### config.mk
export PLATFORM = sky130hd
export DESIGN_NAME = gpio_wake_bank
export DESIGN_NICKNAME = d
export VERILOG_FILES = /design/src/rtl/gpio_pkg.sv /design/src/rtl/gpio_sync2.sv /design/src/rtl/gpio_regfile.sv /design/src/rtl/gpio_pin.sv /design/src/rtl/gpio_wake_bank.sv
export SDC_FILE = /design/constraint.sdc
export NUM_CORES = 1
export LEC_CHECK = 0
export ABC_AREA = 1
export BUFFER_PORTS_ARGS = -buffer_cell sky130_fd_sc_hd__buf_2
export CAP_MARGIN = 5
export CORE_ASPECT_RATIO = 1.5
export CORE_UTILIZATION = 30
export CTS_BUF_LIST = sky130_fd_sc_hd__clkbuf_16
export CTS_CLUSTER_DIAMETER = 150
export DETAILED_ROUTE_END_ITERATION = 10
export PLACE_DENSITY = 0.59
export SYNTH_ARGS = -nofsm -noshare
export SYNTH_HDL_FRONTEND = slang
export SYNTH_SLANG_ARGS = --single-unit
### constraint.sdc
create_clock -name clk -period 1.3 [get_ports clk]
set_clock_uncertainty 0.2 [all_clocks]
set_input_delay 0.13 -clock clk [delete_from_list [all_inputs] [get_ports clk]]
set_output_delay 0.13 -clock clk [all_outputs]
set_load 0.03 [all_outputs]
### src/rtl/gpio_pkg.sv
package gpio_pkg;

    localparam int DATA_W = 6;

    // Bit positions inside a pin register
    localparam int B_DOUT   = 0;
    localparam int B_OE     = 1;
    localparam int B_PT     = 2;
    localparam int B_STICKY = 3;
    localparam int B_WAKE   = 4;
    localparam int B_STAT   = 5;

    typedef struct packed {
        logic wake;
        logic sticky;
        logic pt;
        logic oe;
        logic dout;
    } pin_cfg_t;

    typedef enum logic [1:0] {
        ST_OFF     = 2'd0,
        ST_LEVEL   = 2'd1,
        ST_ARMED   = 2'd2,
        ST_LATCHED = 2'd3
    } pin_state_e;

endpackage

### src/rtl/gpio_sync2.sv
module gpio_sync2 #(
    parameter int    STAGES  = 2,
    parameter logic  RST_VAL = 1'b0
) (
    input  logic clk,
    input  logic rst_n,
    input  logic d_i,
    output logic q_o
);

    logic [STAGES-1:0] chain;

    always_ff @(posedge clk or negedge rst_n) begin
        if (!rst_n) begin
            chain <= {STAGES{RST_VAL}};
        end else begin
            chain <= {chain[STAGES-2:0], d_i};
        end
    end

    assign q_o = chain[STAGES-1];

endmodule

### src/rtl/gpio_regfile.sv
module gpio_regfile
    import gpio_pkg::*;
#(
    parameter int NPINS = 4,
    parameter int AW    = 2
) (
    input  logic                    clk,
    input  logic                    rst_n,
    input  logic                    host_wr,
    input  logic [AW-1:0]           host_addr,
    input  logic [DATA_W-1:0]       host_wdata,
    output logic [DATA_W-1:0]       host_rdata,
    input  logic [NPINS-1:0]        status_i,
    output pin_cfg_t [NPINS-1:0]    cfg_o,
    output logic [NPINS-1:0]        clr_o
);

    pin_cfg_t [NPINS-1:0] cfg_q;

    genvar g;
    generate
        for (g = 0; g < NPINS; g++) begin : g_reg
            logic hit;
            assign hit = host_wr && (int'(host_addr) == g);

            always_ff @(posedge clk or negedge rst_n) begin
                if (!rst_n) begin
                    cfg_q[g] <= '0;
                end else if (hit) begin
                    cfg_q[g].dout   <= host_wdata[B_DOUT];
                    cfg_q[g].oe     <= host_wdata[B_OE];
                    cfg_q[g].pt     <= host_wdata[B_PT];
                    cfg_q[g].sticky <= host_wdata[B_STICKY];
                    cfg_q[g].wake   <= host_wdata[B_WAKE];
                end
            end

            // A write with 0 in the status position acknowledges a held event
            assign clr_o[g] = hit && !host_wdata[B_STAT];
        end
    endgenerate

    always_comb begin
        host_rdata = '0;
        for (int i = 0; i < NPINS; i++) begin
            if (int'(host_addr) == i) begin
                host_rdata[B_DOUT]   = cfg_q[i].dout;
                host_rdata[B_OE]     = cfg_q[i].oe;
                host_rdata[B_PT]     = cfg_q[i].pt;
                host_rdata[B_STICKY] = cfg_q[i].sticky;
                host_rdata[B_WAKE]   = cfg_q[i].wake;
                host_rdata[B_STAT]   = status_i[i];
            end
        end
    end

    assign cfg_o = cfg_q;

    // configuration only changes on a write strobe
    assert_cfg_hold_R11: assert property (@(posedge clk) disable iff (!rst_n)
        !host_wr |=> $stable(cfg_q));

endmodule

### src/rtl/gpio_pin.sv
module gpio_pin
    import gpio_pkg::*;
(
    input  logic clk,
    input  logic rst_n,
    input  logic pad_i,
    input  logic dout_i,
    input  logic oe_i,
    input  logic pt_i,
    input  logic sticky_i,
    input  logic alt_claim_i,
    input  logic clr_i,
    output logic pad_out_o,
    output logic pad_oe_o,
    output logic status_o,
    output logic latched_o,
    output logic alt_o
);

    pin_state_e state_q, state_d;
    logic       sync_lvl;
    logic       adj;
    logic       adj_q;
    logic       edge_hit;
    logic       in_mode;

    gpio_sync2 #(.STAGES(2), .RST_VAL(1'b0)) u_sync (
        .clk   (clk),
        .rst_n (rst_n),
        .d_i   (pad_i),
        .q_o   (sync_lvl)
    );

    assign in_mode  = !oe_i && !alt_claim_i;
    assign adj      = pt_i ? sync_lvl : !sync_lvl;
    assign edge_hit = adj && !adj_q;

    always_ff @(posedge clk or negedge rst_n) begin
        if (!rst_n) begin
            adj_q <= 1'b0;
        end else begin
            adj_q <= adj;
        end
    end

    // State register
    always_ff @(posedge clk or negedge rst_n) begin
        if (!rst_n) begin
            state_q <= ST_OFF;
        end else begin
            state_q <= state_d;
        end
    end

    // Next state
    always_comb begin
        state_d = state_q;
        unique case (state_q)
            ST_OFF: begin
                if (in_mode) begin
                    state_d = sticky_i ? ST_ARMED : ST_LEVEL;
                end
            end
            ST_LEVEL: begin
                if (!in_mode) begin
                    state_d = ST_OFF;
                end else if (sticky_i) begin
                    state_d = ST_ARMED;
                end
            end
            ST_ARMED: begin
                if (!in_mode) begin
                    state_d = ST_OFF;
                end else if (!sticky_i) begin
                    state_d = ST_LEVEL;
                end else if (edge_hit) begin
                    state_d = ST_LATCHED;
                end
            end
            ST_LATCHED: begin
                if (!in_mode) begin
                    state_d = ST_OFF;
                end else if (!sticky_i) begin
                    state_d = ST_LEVEL;
                end else if (clr_i && !edge_hit) begin
                    state_d = ST_ARMED;
                end
            end
            default: state_d = ST_OFF;
        endcase
    end

    // Outputs
    always_comb begin
        status_o  = 1'b0;
        latched_o = 1'b0;
        pad_oe_o  = 1'b0;
        pad_out_o = 1'b0;
        unique case (state_q)
            ST_OFF:     status_o = 1'b0;
            ST_LEVEL:   status_o = adj;
            ST_ARMED:   status_o = 1'b0;
            ST_LATCHED: begin
                status_o  = 1'b1;
                latched_o = 1'b1;
            end
            default:    status_o = 1'b0;
        endcase
        if (oe_i && !alt_claim_i) begin
            if (pt_i) begin
                pad_oe_o  = !dout_i;
                pad_out_o = 1'b0;
            end else begin
                pad_oe_o  = 1'b1;
                pad_out_o = dout_i;
            end
        end
    end

    assign alt_o = alt_claim_i && sync_lvl;

    // an event seen while armed is held on the next cycle
    assert_edge_catch_R5: assert property (@(posedge clk) disable iff (!rst_n)
        (state_q == ST_ARMED && in_mode && sticky_i && edge_hit) |=> (state_q == ST_LATCHED));

    // acknowledge with no new event returns to armed
    assert_ack_clears_R6: assert property (@(posedge clk) disable iff (!rst_n)
        (state_q == ST_LATCHED && in_mode && sticky_i && clr_i && !edge_hit) |=> (state_q == ST_ARMED));

    // without an acknowledge a held event stays held
    assert_hold_R6: assert property (@(posedge clk) disable iff (!rst_n)
        (state_q == ST_LATCHED && in_mode && sticky_i && !clr_i) |=> (state_q == ST_LATCHED));

    // open-drain never drives a high level
    assert_od_low_only_R3: assert property (@(posedge clk) disable iff (!rst_n)
        (oe_i && pt_i && !alt_claim_i) |-> !pad_out_o);

    // a claimed pin never drives and never holds an event
    assert_alt_quiet_R9: assert property (@(posedge clk) disable iff (!rst_n)
        alt_claim_i |-> (!pad_oe_o && !latched_o));

    // leaving input mode drops the capture state
    assert_off_when_output_R10: assert property (@(posedge clk) disable iff (!rst_n)
        !in_mode |=> (state_q == ST_OFF));

endmodule

### src/rtl/gpio_wake_bank.sv
module gpio_wake_bank
    import gpio_pkg::*;
#(
    parameter int NPINS   = 4,
    parameter int ALT_PIN = 1,
    localparam int AW     = (NPINS > 1) ? $clog2(NPINS) : 1
) (
    input  logic              clk,
    input  logic              rst_n,
    input  logic              host_wr,
    input  logic [AW-1:0]     host_addr,
    input  logic [5:0]        host_wdata,
    output logic [5:0]        host_rdata,
    input  logic              alt_sel,
    input  logic [NPINS-1:0]  pad_in,
    output logic [NPINS-1:0]  pad_out,
    output logic [NPINS-1:0]  pad_oe,
    output logic              alt_sdata,
    output logic              pme_n
);

    pin_cfg_t [NPINS-1:0] cfg;
    logic [NPINS-1:0]     clr;
    logic [NPINS-1:0]     status;
    logic [NPINS-1:0]     latched;
    logic [NPINS-1:0]     alt_vec;
    logic [NPINS-1:0]     wake_vec;

    gpio_regfile #(.NPINS(NPINS), .AW(AW)) u_regs (
        .clk        (clk),
        .rst_n      (rst_n),
        .host_wr    (host_wr),
        .host_addr  (host_addr),
        .host_wdata (host_wdata),
        .host_rdata (host_rdata),
        .status_i   (status),
        .cfg_o      (cfg),
        .clr_o      (clr)
    );

    genvar g;
    generate
        for (g = 0; g < NPINS; g++) begin : g_pin
            logic claim;
            if (g == ALT_PIN) begin : g_alt
                assign claim = alt_sel;
            end else begin : g_plain
                assign claim = 1'b0;
            end

            gpio_pin u_pin (
                .clk         (clk),
                .rst_n       (rst_n),
                .pad_i       (pad_in[g]),
                .dout_i      (cfg[g].dout),
                .oe_i        (cfg[g].oe),
                .pt_i        (cfg[g].pt),
                .sticky_i    (cfg[g].sticky),
                .alt_claim_i (claim),
                .clr_i       (clr[g]),
                .pad_out_o   (pad_out[g]),
                .pad_oe_o    (pad_oe[g]),
                .status_o    (status[g]),
                .latched_o   (latched[g]),
                .alt_o       (alt_vec[g])
            );

            assign wake_vec[g] = cfg[g].wake;

            // a pad is only driven when its output enable is set
            assert_oe_gated_R2: assert property (@(posedge clk) disable iff (!rst_n)
                pad_oe[g] |-> cfg[g].oe);
        end
    endgenerate

    assign pme_n     = !(|(latched & wake_vec));
    assign alt_sdata = |alt_vec;

    // a wake event needs a wake-enabled pin in sticky input mode
    assert_pme_source_R7: assert property (@(posedge clk) disable iff (!rst_n)
        !pme_n |-> (|(wake_vec & status)));

    // level-mode wake pins never pull the wake output
    assert_level_no_wake_R8: assert property (@(posedge clk) disable iff (!rst_n)
        (&(~(latched))) |-> pme_n);

endmodule

==> impl_metrics.json, run 1 <==
{
  "clock_path_buffers": 2,
  "netlist_area_mm2": 0.00215,
  "path_class": "reg2out",
  "setup_violations": 20,
  "required_ns": 0.97,
  "leakage_nw": 1.75,
  "dpl_cell_area_mm2": 0.00271,
  "root_buffer": "clkbuf_16",
  "core_mm2": 0.00690,
  "fp.dieArea_mm2": 0.00750,
  "outcome": "complete, but fails checks",
  "start_util_pct": 31.1,
  "slew_headroom_pct": 76.9,
  "combPwrFrac_pct": 42.7,
  "rsz0062_at_grt": "yes",
  "reg2regPathDepth": 7,
  "synth_cell_types": 27,
  "ioPinCount": 32,
  "clock_latency_ns": 0.28,
  "final_util_pct": 50.1,
  "p_sw_share_pct": 36.3,
  "synthArstFlopShare_pct": 100,
  "numPlacedInstances": 432,
  "cap_violations": 0,
  "start_kind": "register",
  "drc_errors": 0,
  "fin_area_mm2": 0.00346,
  "syn-num-nets": 304,
  "finalHoldViolations": 0,
  "via_count": 2173,
  "grt_pass1_vias": 2121,
  "overflow": 0,
  "fin_crit_sh_pct": 136,
  "ant_nets": 0,
  "die_w_um": 71.1,
  "p_seq_share_pct": 33.2,
  "peakVddDrop_mv": 0.698,
  "cts_tree": "yes",
  "synth-seq-area-share_pct": 46.6,
  "place_congestion": 0.873,
  "routed_wl_mm": 6.28,
  "crit_fanout": 3,
  "worst-slew-pin-transition_ns": 0.346,
  "grt_usage_pct": 18.0,
  "yosysWarningCount": 0,
  "diodes": 0,
  "fin_setup_tns_ns": -4.02,
  "cts_sinks": 40,
  "path_clk_slew_ns": 0.06,
  "yosys_register_bits": 40,
  "min_period_ns": 1.76,
  "numCtsBuffers": 5,
  "drt-pass1-iter-count": 6,
  "power.internal_w": 0.00314,
  "whs_path_depth": 3,
  "synth_edf_count": 0,
  "synthFlopType": "dfrtp_1",
  "switchingPower_w": 0.00179,
  "grt_start_max_net_pins": 41,
  "violations": "setup timing",
  "slew_violations": 0,
  "wl_per_cell_um": 13.6,
  "vias_per_cell": 4.70,
  "p_total_w": 0.00493,
  "fin_ws_ns": -0.465,
  "end_kind": "output port",
  "instances_no_fill": 462,
  "pwr-share-clk_pct": 24.1,
  "io_buffer_count": 31,
  "grt_antenna_before_repair": 0,
  "h-tree-depth": 2,
  "row_count": 37,
  "syn_inst": 288,
  "fmax_ghz": 0.567,
  "drive_gt1_share_pct": 44.0,
  "syn_area_per_cell_um2": 7.45,
  "area_delta_synth_final_pct": 61.1,
  "hold_class": "in2reg",
  "final_nets": 399,
  "die_y_um": 106,
  "cp_data_arrival_time_ns": 1.43,
  "p_per_area_mw_per_mm2": 1420,
  "grt_pass1_wl_mm": 10.2,
  "dp_hpwl_mm": 4.52,
  "drt_iter0_drc": 120
}
==> worst max-delay path, cell delays in order, from the launching register on <==
cell and delay [ns]:
dfrtp_1 0.40, inv_2 0.07, nand2_2 0.06, nand2_2 0.07, inv_2 0.04, o211ai_1 0.14, buf_4 0.16, nand3_4 0.07
buf_6 0.14
==> flip-flops by register name, indices dropped and copies added, names as in the netlist <==
register,cells
g_pin.u_pin.state_q,8
g_pin.u_pin.u_sync.chain,8
u_regs.cfg_o,20
g_pin.u_pin.adj_q,4
==> path summary, 6_finish.rpt <==
check                           slack, ns                             end                           start
worst min register to register       0.15  g_pin[3].u_pin.u_sync.chain[1]  g_pin[3].u_pin.u_sync.chain[0]
max in group asynchronous            0.53                 u_regs.cfg_o[6]                           rst_n
worst max-delay path                -0.46                   host_rdata[5]                u_regs.cfg_o[17]
min in group asynchronous            0.15  g_pin[2].u_pin.u_sync.chain[0]                           rst_n
worst min-delay path                 0.02                 u_regs.cfg_o[9]                   host_wdata[4]
worst max register to register      -0.16       g_pin[2].u_pin.state_q[0]       g_pin[2].u_pin.state_q[1]
==> what timing repair did <==
action	4_1_cts	5_1_grt
pin swaps	18	18
hold buffers	9	0
buffers inserted	14	5
endpoints found under the hold margin	52	0
gates resized for setup	82	47
endpoints found under the setup margin	19	20
==> metal layers <==
metal	global-route usage, %	wire length, um	up-vias
met3	3.06	169	19
met1	20.4	2510	1016
met2	32.0	3310	46
met4	9.43	292	0
met5	0	0	-
li1	-	-	1092
==> cells by family after synthesis <==
logic type	synth area share, %
flip-flops	46.6
XOR/XNOR	0.408
AND/OR/NAND/NOR	28.4
buffers and inverters	12.1
AO/OA/AOI/OAI	12.5
==> cell type report <==
class / instances / area [um^2]
Fill cell: 625 / 3440
Multi-Input combinational cell: 188 / 1170
Sequential cell: 40 / 1000
Timing Repair Buffer: 99 / 865
Inverter: 49 / 186
Clock buffer: 5 / 125
Tap cell: 78 / 97.6
Clock inverter: 3 / 13.8
==> stage by stage <==
step                hold slack, ns  setup slack (ns)
floorplan                   -0.366           -0.0390
global placement           -0.0831            -0.189
detailed placement         -0.0827            -0.209
CTS                         0.0102            -0.459
global route                0.0341            -0.512
finish                      0.0205            -0.465
==> layout by cell type (no fill, tap or decap), drive strengths merged <==
| cell | n |
|---|---|
| a21boi | 2 |
| a21oi | 8 |
| a22oi | 1 |
| a31oi | 1 |
| and2 | 2 |
| buf | 90 |
| clkbuf | 5 |
| clkinv | 3 |
| dfrtp | 40 |
| dlygate4sd3 | 9 |
| inv | 49 |
| nand2 | 89 |
| nand3 | 16 |
| nand3b | 3 |
| nand4 | 2 |
| nor2 | 22 |
| nor3 | 4 |
| o2111ai | 2 |
| o211ai | 2 |
| o21ai | 32 |
| o22ai | 1 |
| xnor2 | 1 |
==> power by group through the flow <==
| stage | logic [W] | clock network [W] | registers (W) |
|---|---|---|---|
| 6_report | 0.00210 | 0.00119 | 0.00164 |
| 4_1_cts | 0.00191 | 0.00121 | 0.00162 |
| 3_5_place_dp | 0.00154 | 0 | 0.00164 |
| 2_1_floorplan | 0.000922 | 0 | 0.00163 |
| 5_1_grt | 0.00228 | 0.00125 | 0.00166 |
| 3_3_place_gp | 0.00152 | 0 | 0.00163 |
==> cells in the mapped netlist (all sizes together), types with 2 or more instances <==
| cell type | instances | area, um^2 |
|---|---|---|
| nand2 | 89 | 354 |
| inv | 49 | 184 |
| dfrtp | 40 | 1000 |
| o21ai | 32 | 160 |
| nor2 | 22 | 97.6 |
| nand3 | 16 | 90.1 |
| buf | 11 | 75.1 |
| a21oi | 8 | 40.0 |
| nor3 | 4 | 20.0 |
| nand3b | 3 | 22.5 |
| a21boi | 2 | 15.0 |
| and2 | 2 | 12.5 |
| nand4 | 2 | 12.5 |
| o2111ai | 2 | 17.5 |
| o211ai | 2 | 15.0 |
No activity file was read; power rests on OpenSTA's default activity.
==> run 2: changes to the inputs <==
--- a/config.mk
+++ b/config.mk
@@ -6,6 +6,7 @@
 export NUM_CORES = 1
 export LEC_CHECK = 0
 export ABC_AREA = 1
+export ABC_CLOCK_PERIOD_IN_PS = 1300
 export BUFFER_PORTS_ARGS = -buffer_cell sky130_fd_sc_hd__buf_2
 export CAP_MARGIN = 5
 export CORE_ASPECT_RATIO = 1.5
@@ -13,6 +14,7 @@
 export CTS_BUF_LIST = sky130_fd_sc_hd__clkbuf_16
 export CTS_CLUSTER_DIAMETER = 150
 export DETAILED_ROUTE_END_ITERATION = 10
+export GPL_TIMING_DRIVEN = 0
 export PLACE_DENSITY = 0.59
 export SYNTH_ARGS = -nofsm -noshare
 export SYNTH_HDL_FRONTEND = slang
==> run 2 against run 1 <==
  * The flow finishes with violations (DRC, hold timing, setup timing)
  * Combinational power shrank 5%
  * Setup slack lost 0.086 ns
  * Design area shrank 4.5%
  * First-iteration DRC count shrank 38%
  * Non-clock buffer count shrank 20
  * Flip-flop and latch count is the same
  * Sequential power grew 2%
  * Highest routed layer unchanged
==> impl_metrics.json, run 2 (synthesis gave the netlist of run 1 again) <==
{
  "leakage_nw": 1.61,
  "drt-pass1-iter-count": 7,
  "fmax_ghz": 0.540,
  "numPlacedInstances": 397,
  "cp_cell_sequence": "inv_2 -> nand2_2 -> nand2_2 -> inv_2 -> o211ai_1 -> nand3_4 -> buf_6",
  "place_congestion": 0.819,
  "final_nets": 379,
  "vias_per_cell": 4.76,
  "hold_buffers": 9,
  "peakVddDrop_mv": 0.573,
  "slew_violations": 0,
  "cts_tree": "yes",
  "fin_hold_ws_ns": -0.226,
  "hold_class": "in2async",
  "outcome": "complete, but fails checks",
  "crit_fanout": 3,
  "instances_no_fill": 442,
  "final_cell_mix": "nand2_1, dfrtp_1, inv_1",
  "diodes": 0,
  "largest_reg_flops": 20,
  "start_util_pct": 31.1,
  "cap_violations": 0,
  "min_period_ns": 1.85,
  "routed_wl_mm": 6.00,
  "clock_path_buffers": 2,
  "row_count": 37,
  "p_total_w": 0.00506,
  "via_count": 2104,
  "dp_hpwl_mm": 4.01,
  "ioPinCount": 32,
  "drt_iter0_drc": 75,
  "start_kind": "register",
  "slew_headroom_pct": 39.1,
  "rsz0062_at_grt": "yes",
  "setup_violations": 19,
  "cp_slowest_cell": "dfrtp_1",
  "wl_per_cell_um": 13.6,
  "h-tree-depth": 2,
  "grt_pass1_wl_mm": 9.51,
  "fin_crit_sh_pct": 142,
  "die_y_um": 106,
  "area_delta_synth_final_pct": 53.8,
  "final_common_cell": "nand2_1",
  "drc_errors": 2,
  "max_stage_delay_ns": 0.40,
  "grt_start_max_net_pins": 41,
  "grt_antenna_before_repair": 0,
  "grt_pass1_vias": 2043,
  "fin_ws_ns": -0.551,
  "numCtsBuffers": 5,
  "core_mm2": 0.00690,
  "post-place-ws_ns": -0.341,
  "overflow": 0,
  "fin_setup_tns_ns": -3.86,
  "worst-slew-pin-transition_ns": 0.914,
  "io_buffer_count": 31,
  "grt_usage_pct": 16.4,
  "fp.dieArea_mm2": 0.00750,
  "final_util_pct": 47.9,
  "die_w_um": 71.1,
  "cts_sinks": 40,
  "end_kind": "output port",
  "drive_gt1_share_pct": 44.2,
  "path_clk_slew_ns": 0.06,
  "finalHoldViolations": 41,
  "cp_data_arrival_time_ns": 1.52,
  "violations": "DRC, hold timing, setup timing",
  "clock_latency_ns": 0.28,
  "ant_nets": 0,
  "p_per_area_mw_per_mm2": 1530,
  "fill_cells": 646,
  "r2r_setup_slack_ns": -0.08,
  "required_ns": 0.97,
  "root_buffer": "clkbuf_16",
  "path_class": "reg2out"
}
run 2: changes by cell type in the layout (fill, tap and decap cells not counted), sizes merged:
cell	previous run	this run
buf	90	70
bufinv	0	1
clkinvlp	0	1
clkinv	3	1
run 2: per-stage QoR:
stage          instance area [um^2]  hold WS (ns)
2_1_floorplan                  2170        -0.366
4_1_cts                        3100        -0.186
3_5_place_dp                   2420        0.0393
3_3_place_gp                   2420        0.0376
6_report                       3300        -0.226
5_1_grt                        3300        -0.124
run 2: power by group:
part | switching, W | internal [W] | total [W]
combinational | 0.00111 | 0.000882 | 0.00199
sequential | 0.000215 | 0.00147 | 0.00168
clock | 0.000489 | 0.000901 | 0.00139
total | 0.00181 | 0.00325 | 0.00506
run 2: worst paths after layout:
path                                                start                             end  cells past startpoint
setup / recovery                         u_regs.cfg_o[17]                   host_rdata[5]                      7
max in group asynchronous                           rst_n                 u_regs.cfg_o[7]                      1
min in group clk                                  alt_sel       g_pin[1].u_pin.state_q[1]                      4
setup reg to reg                g_pin[1].u_pin.state_q[1]       g_pin[1].u_pin.state_q[0]                      7
hold reg to reg            g_pin[0].u_pin.u_sync.chain[0]  g_pin[0].u_pin.u_sync.chain[1]                      0
hold / removal                                      rst_n  g_pin[0].u_pin.u_sync.chain[0]                      1
run 2: critical path: cells and delay by family, from the launching register on:
kind / cells / cell delay, ns
buffers and inverters: 3 / 0.26
AOI/OAI and AO/OA: 1 / 0.36
DFF: 1 / 0.40
and+or+nand+nor: 3 / 0.23
run 2: timing repair:
item	4_1_cts	5_1_grt
gates resized for setup	84	51
setup endpoints to repair	20	20
hold endpoints to repair	58	40
buffers inserted	26	15
pin swaps	21	29
run 2: routing by layer:
metal / routed length [um] / GRT usage, % / vias to the layer above
li1: - / - / 1048
met1: 2430 / 18.9 / 993
met2: 3190 / 30.0 / 43
met3: 136 / 1.91 / 20
met4: 243 / 7.29 / 0
met5: 0 / 0 / -
run 2: area by class of cell:
class	instances	area, um^2	share of cell area, %
plain buffers	4	22.5	0.682
inverters	49	191	5.80
clock buffers	5	125	3.79
well taps	78	97.6	2.96
flip-flops and latches	40	1010	30.6
repair buffers	75	653	19.8
clock inverters	3	42.5	1.29
multi-input cells	188	1160	35.1
==> run 3: changes to the inputs <==
--- a/config.mk
+++ b/config.mk
@@ -5,8 +5,7 @@
 export SDC_FILE = /design/constraint.sdc
 export NUM_CORES = 1
 export LEC_CHECK = 0
-export ABC_AREA = 1
-export ABC_CLOCK_PERIOD_IN_PS = 1300
+export ABC_CLOCK_PERIOD_IN_PS = 2100
 export BUFFER_PORTS_ARGS = -buffer_cell sky130_fd_sc_hd__buf_2
 export CAP_MARGIN = 5
 export CORE_ASPECT_RATIO = 1.5
@@ -15,7 +14,8 @@
 export CTS_CLUSTER_DIAMETER = 150
 export DETAILED_ROUTE_END_ITERATION = 10
 export GPL_TIMING_DRIVEN = 0
-export PLACE_DENSITY = 0.59
+export PLACE_DENSITY = 0.58
+export SKIP_LAST_GASP = 1
 export SYNTH_ARGS = -nofsm -noshare
 export SYNTH_HDL_FRONTEND = slang
 export SYNTH_SLANG_ARGS = --single-unit
==> constraint.sdc (replaced) <==
create_clock -name clk -period 2.1 [get_ports clk]
set_clock_uncertainty 0.2 [all_clocks]
set_input_delay 0.21 -clock clk [delete_from_list [all_inputs] [get_ports clk]]
set_output_delay 0.21 -clock clk [all_outputs]
set_load 0.03 [all_outputs]
==> run 3 against run 2 <==
  * The flow now finishes without violations
  * Global-route usage shrank 3.3 points
  * Worst hold slack better by 0.25 ns
  * Utilization is 8.1 points lower
  * Register-to-register slack better by 0.76 ns
  * Die area fell by 17%
  * Combinational power is 74% lower
  * Setup slack improved by 0.67 ns
==> impl_metrics.json, run 3 <==
{
  "numCtsBuffers": 5,
  "outcome": "complete, no violations",
  "fin_hold_ws_ns": 0.0233,
  "die_w_um": 64.7,
  "rsz0062_at_grt": "no",
  "grt_antenna_before_repair": 0,
  "yosysWarningCount": 0,
  "cts_setup_buffers": 0,
  "root_buffer": "clkbuf_16",
  "min_period_ns": 1.98,
  "synth_top_area_cell": "dfrtp_1",
  "ant_nets": 0,
  "place_congestion": 0.857,
  "final_cell_mix": "dfrtp_1, buf_2, mux2_2",
  "grt_pass1_wl_mm": 5.84,
  "yosys_register_bits": 40,
  "core_mm2": 0.00557,
  "numPlacedInstances": 228,
  "path_clk_slew_ns": 0.05,
  "final_nets": 187,
  "io_buffer_count": 31,
  "cts_tree": "yes",
  "crit_fanout": 5,
  "cap_violations": 0,
  "start_util_pct": 31.8,
  "drive_gt1_share_pct": 45.0,
  "p_per_area_mw_per_mm2": 997,
  "final_common_cell": "dfrtp_1",
  "synthFlopType": "dfrtp_1",
  "clock_path_buffers": 2,
  "finalHoldViolations": 0,
  "synth-compound-area-share_pct": 7.56,
  "cts_sinks": 40,
  "peakVddDrop_mv": 0.290,
  "vias_per_cell": 4.87,
  "drt_iter0_drc": 60,
  "synth_mux_area_share_pct": 19.1,
  "grt_usage_pct": 13.1,
  "synth-seq-area-share_pct": 56.5,
  "die_y_um": 96.1,
  "syn-num-nets": 143,
  "largest_reg_flops": 20,
  "syn_area_per_cell_um2": 13.9,
  "end_kind": "output port",
  "overflow": 0,
  "fmax_ghz": 0.504,
  "drt-pass1-iter-count": 4,
  "required_ns": 1.69,
  "path_class": "reg2out",
  "area_delta_synth_final_pct": 25.2,
  "syn_inst": 127,
  "row_count": 33,
  "slew_headroom_pct": 41.8,
  "clock_latency_ns": 0.27,
  "wl_per_cell_um": 15.0,
  "final_util_pct": 39.8,
  "hold_class": "in2reg",
  "routed_wl_mm": 3.58,
  "netlist_top_cells_area": "dfrtp_1, mux2_2, mux4_2, buf_4, xnor2_1",
  "start_kind": "register",
  "grt_pass1_vias": 1223,
  "setup_violations": 0,
  "diodes": 0,
  "fp.dieArea_mm2": 0.00622,
  "h-tree-depth": 2,
  "worst-slew-pin-transition_ns": 0.874,
  "synth_edf_count": 0,
  "leakage_nw": 0.985,
  "yosys.area_share.simple_pct": 10.1,
  "synth_top_area_share_pct": 56.5,
  "fin_crit_sh_pct": 94.4,
  "netlist_area_mm2": 0.00177,
  "synthArstFlopShare_pct": 100,
  "synth_top_family_by_area": "multiplexers",
  "ioPinCount": 32,
  "slew_violations": 0,
  "cp_data_arrival_time_ns": 1.57,
  "fin_setup_tns_ns": 0,
  "synth_commonest_cells": "dfrtp_1, mux2_2, buf_4, mux4_2, nand3_1",
  "synth_fa_ha_area_share_pct": 0,
  "yosysMostFrequentCell": "dfrtp_1",
  "drc_errors": 0,
  "dp_hpwl_mm": 2.70,
  "synth_xor_area_share_pct": 1.98,
  "via_count": 1163,
  "instances_no_fill": 239,
  "grt_start_max_net_pins": 41,
  "synth_cell_types": 28
}
[run 3: changes by cell type after synthesis, sizes merged, moves of 11 or more]
cell   delta
mux2     +20
inv      -46
nand2    -87
nand3    -11
o21ai    -28
nor2     -22
[run 3: through the flow]
step | cell area (um^2) | setup slack (ns) | power [W]
final | 2220 | 0.117 | 0.00221
after global placement | 2010 | 0.356 | 0.00152
after CTS | 2200 | 0.0329 | 0.00224
after floorplan | 1770 | 0.553 | 0.00137
after global routing | 2220 | 0.00851 | 0.00233
after detailed placement | 2010 | 0.337 | 0.00154
[run 3: final cells by class]
class                           count  area, um^2
Tap cell                           70        87.6
Buffer                             10        72.6
Multi-Input combinational cell     74         701
Fill cell                         553        3360
Inverter                            3        11.3
Timing Repair Buffer               37         218
Clock buffer                        5         125
Sequential cell                    40        1000
[run 3: worst max-delay path, cell delays in order (launching register included)]
cell and delay [ns]:
dfrtp_1 0.42, xnor2_1 0.26, o21ai_0 0.13, o21ai_0 0.16
o21a_1 0.14, clkbuf_4 0.18
[run 3: path summary, 6_finish.rpt]
path	start	to	slack (ns)	depth (start not counted)
worst max-delay path	u_regs.cfg_o[2]	host_rdata[5]	0.12	5
worst max register to register	u_regs.cfg_o[7]	g_pin[1].u_pin.state_q[0]	0.68	4
min in group asynchronous	rst_n	g_pin[1].u_pin.state_q[1]	0.39	2
max in group asynchronous	rst_n	u_regs.cfg_o[7]	0.71	2
worst min register to register	g_pin[0].u_pin.u_sync.chain[0]	g_pin[0].u_pin.u_sync.chain[1]	0.15	0
worst min-delay path	host_wdata[0]	u_regs.cfg_o[5]	0.02	2
[run 3: logic make-up after synthesis]
| kind of cell | Yosys count |
|---|---|
| simple gates | 25 |
| buf+inv | 13 |
| xor+xnor | 4 |
| flops | 40 |
| mux | 25 |
| compound gates | 20 |
[run 3: report_power, final]
part | switching, W | internal (W) | leakage [nW]
logic | 0.000261 | 0.000256 | 0.445
clock network | 0.000254 | 0.000418 | 0.0616
registers | 0.000118 | 0.000902 | 0.479
[run 3: routing by layer]
| layer | GRT usage (%) | routed length [um] |
|---|---|---|
| met4 | 8.70 | 142 |
| met2 | 21.6 | 1850 |
| met1 | 14.3 | 1400 |
| met5 | 0 | 0 |
| met3 | 4.03 | 178 |
[run 3: what timing repair did]
| item | 4_1_cts | 5_1_grt |
|---|---|---|
| hold buffers | 6 | 0 |
| resized for setup | 0 | 4 |
| hold endpoints to repair | 46 | 0 |
| endpoints found under the setup margin | 0 | 1 |
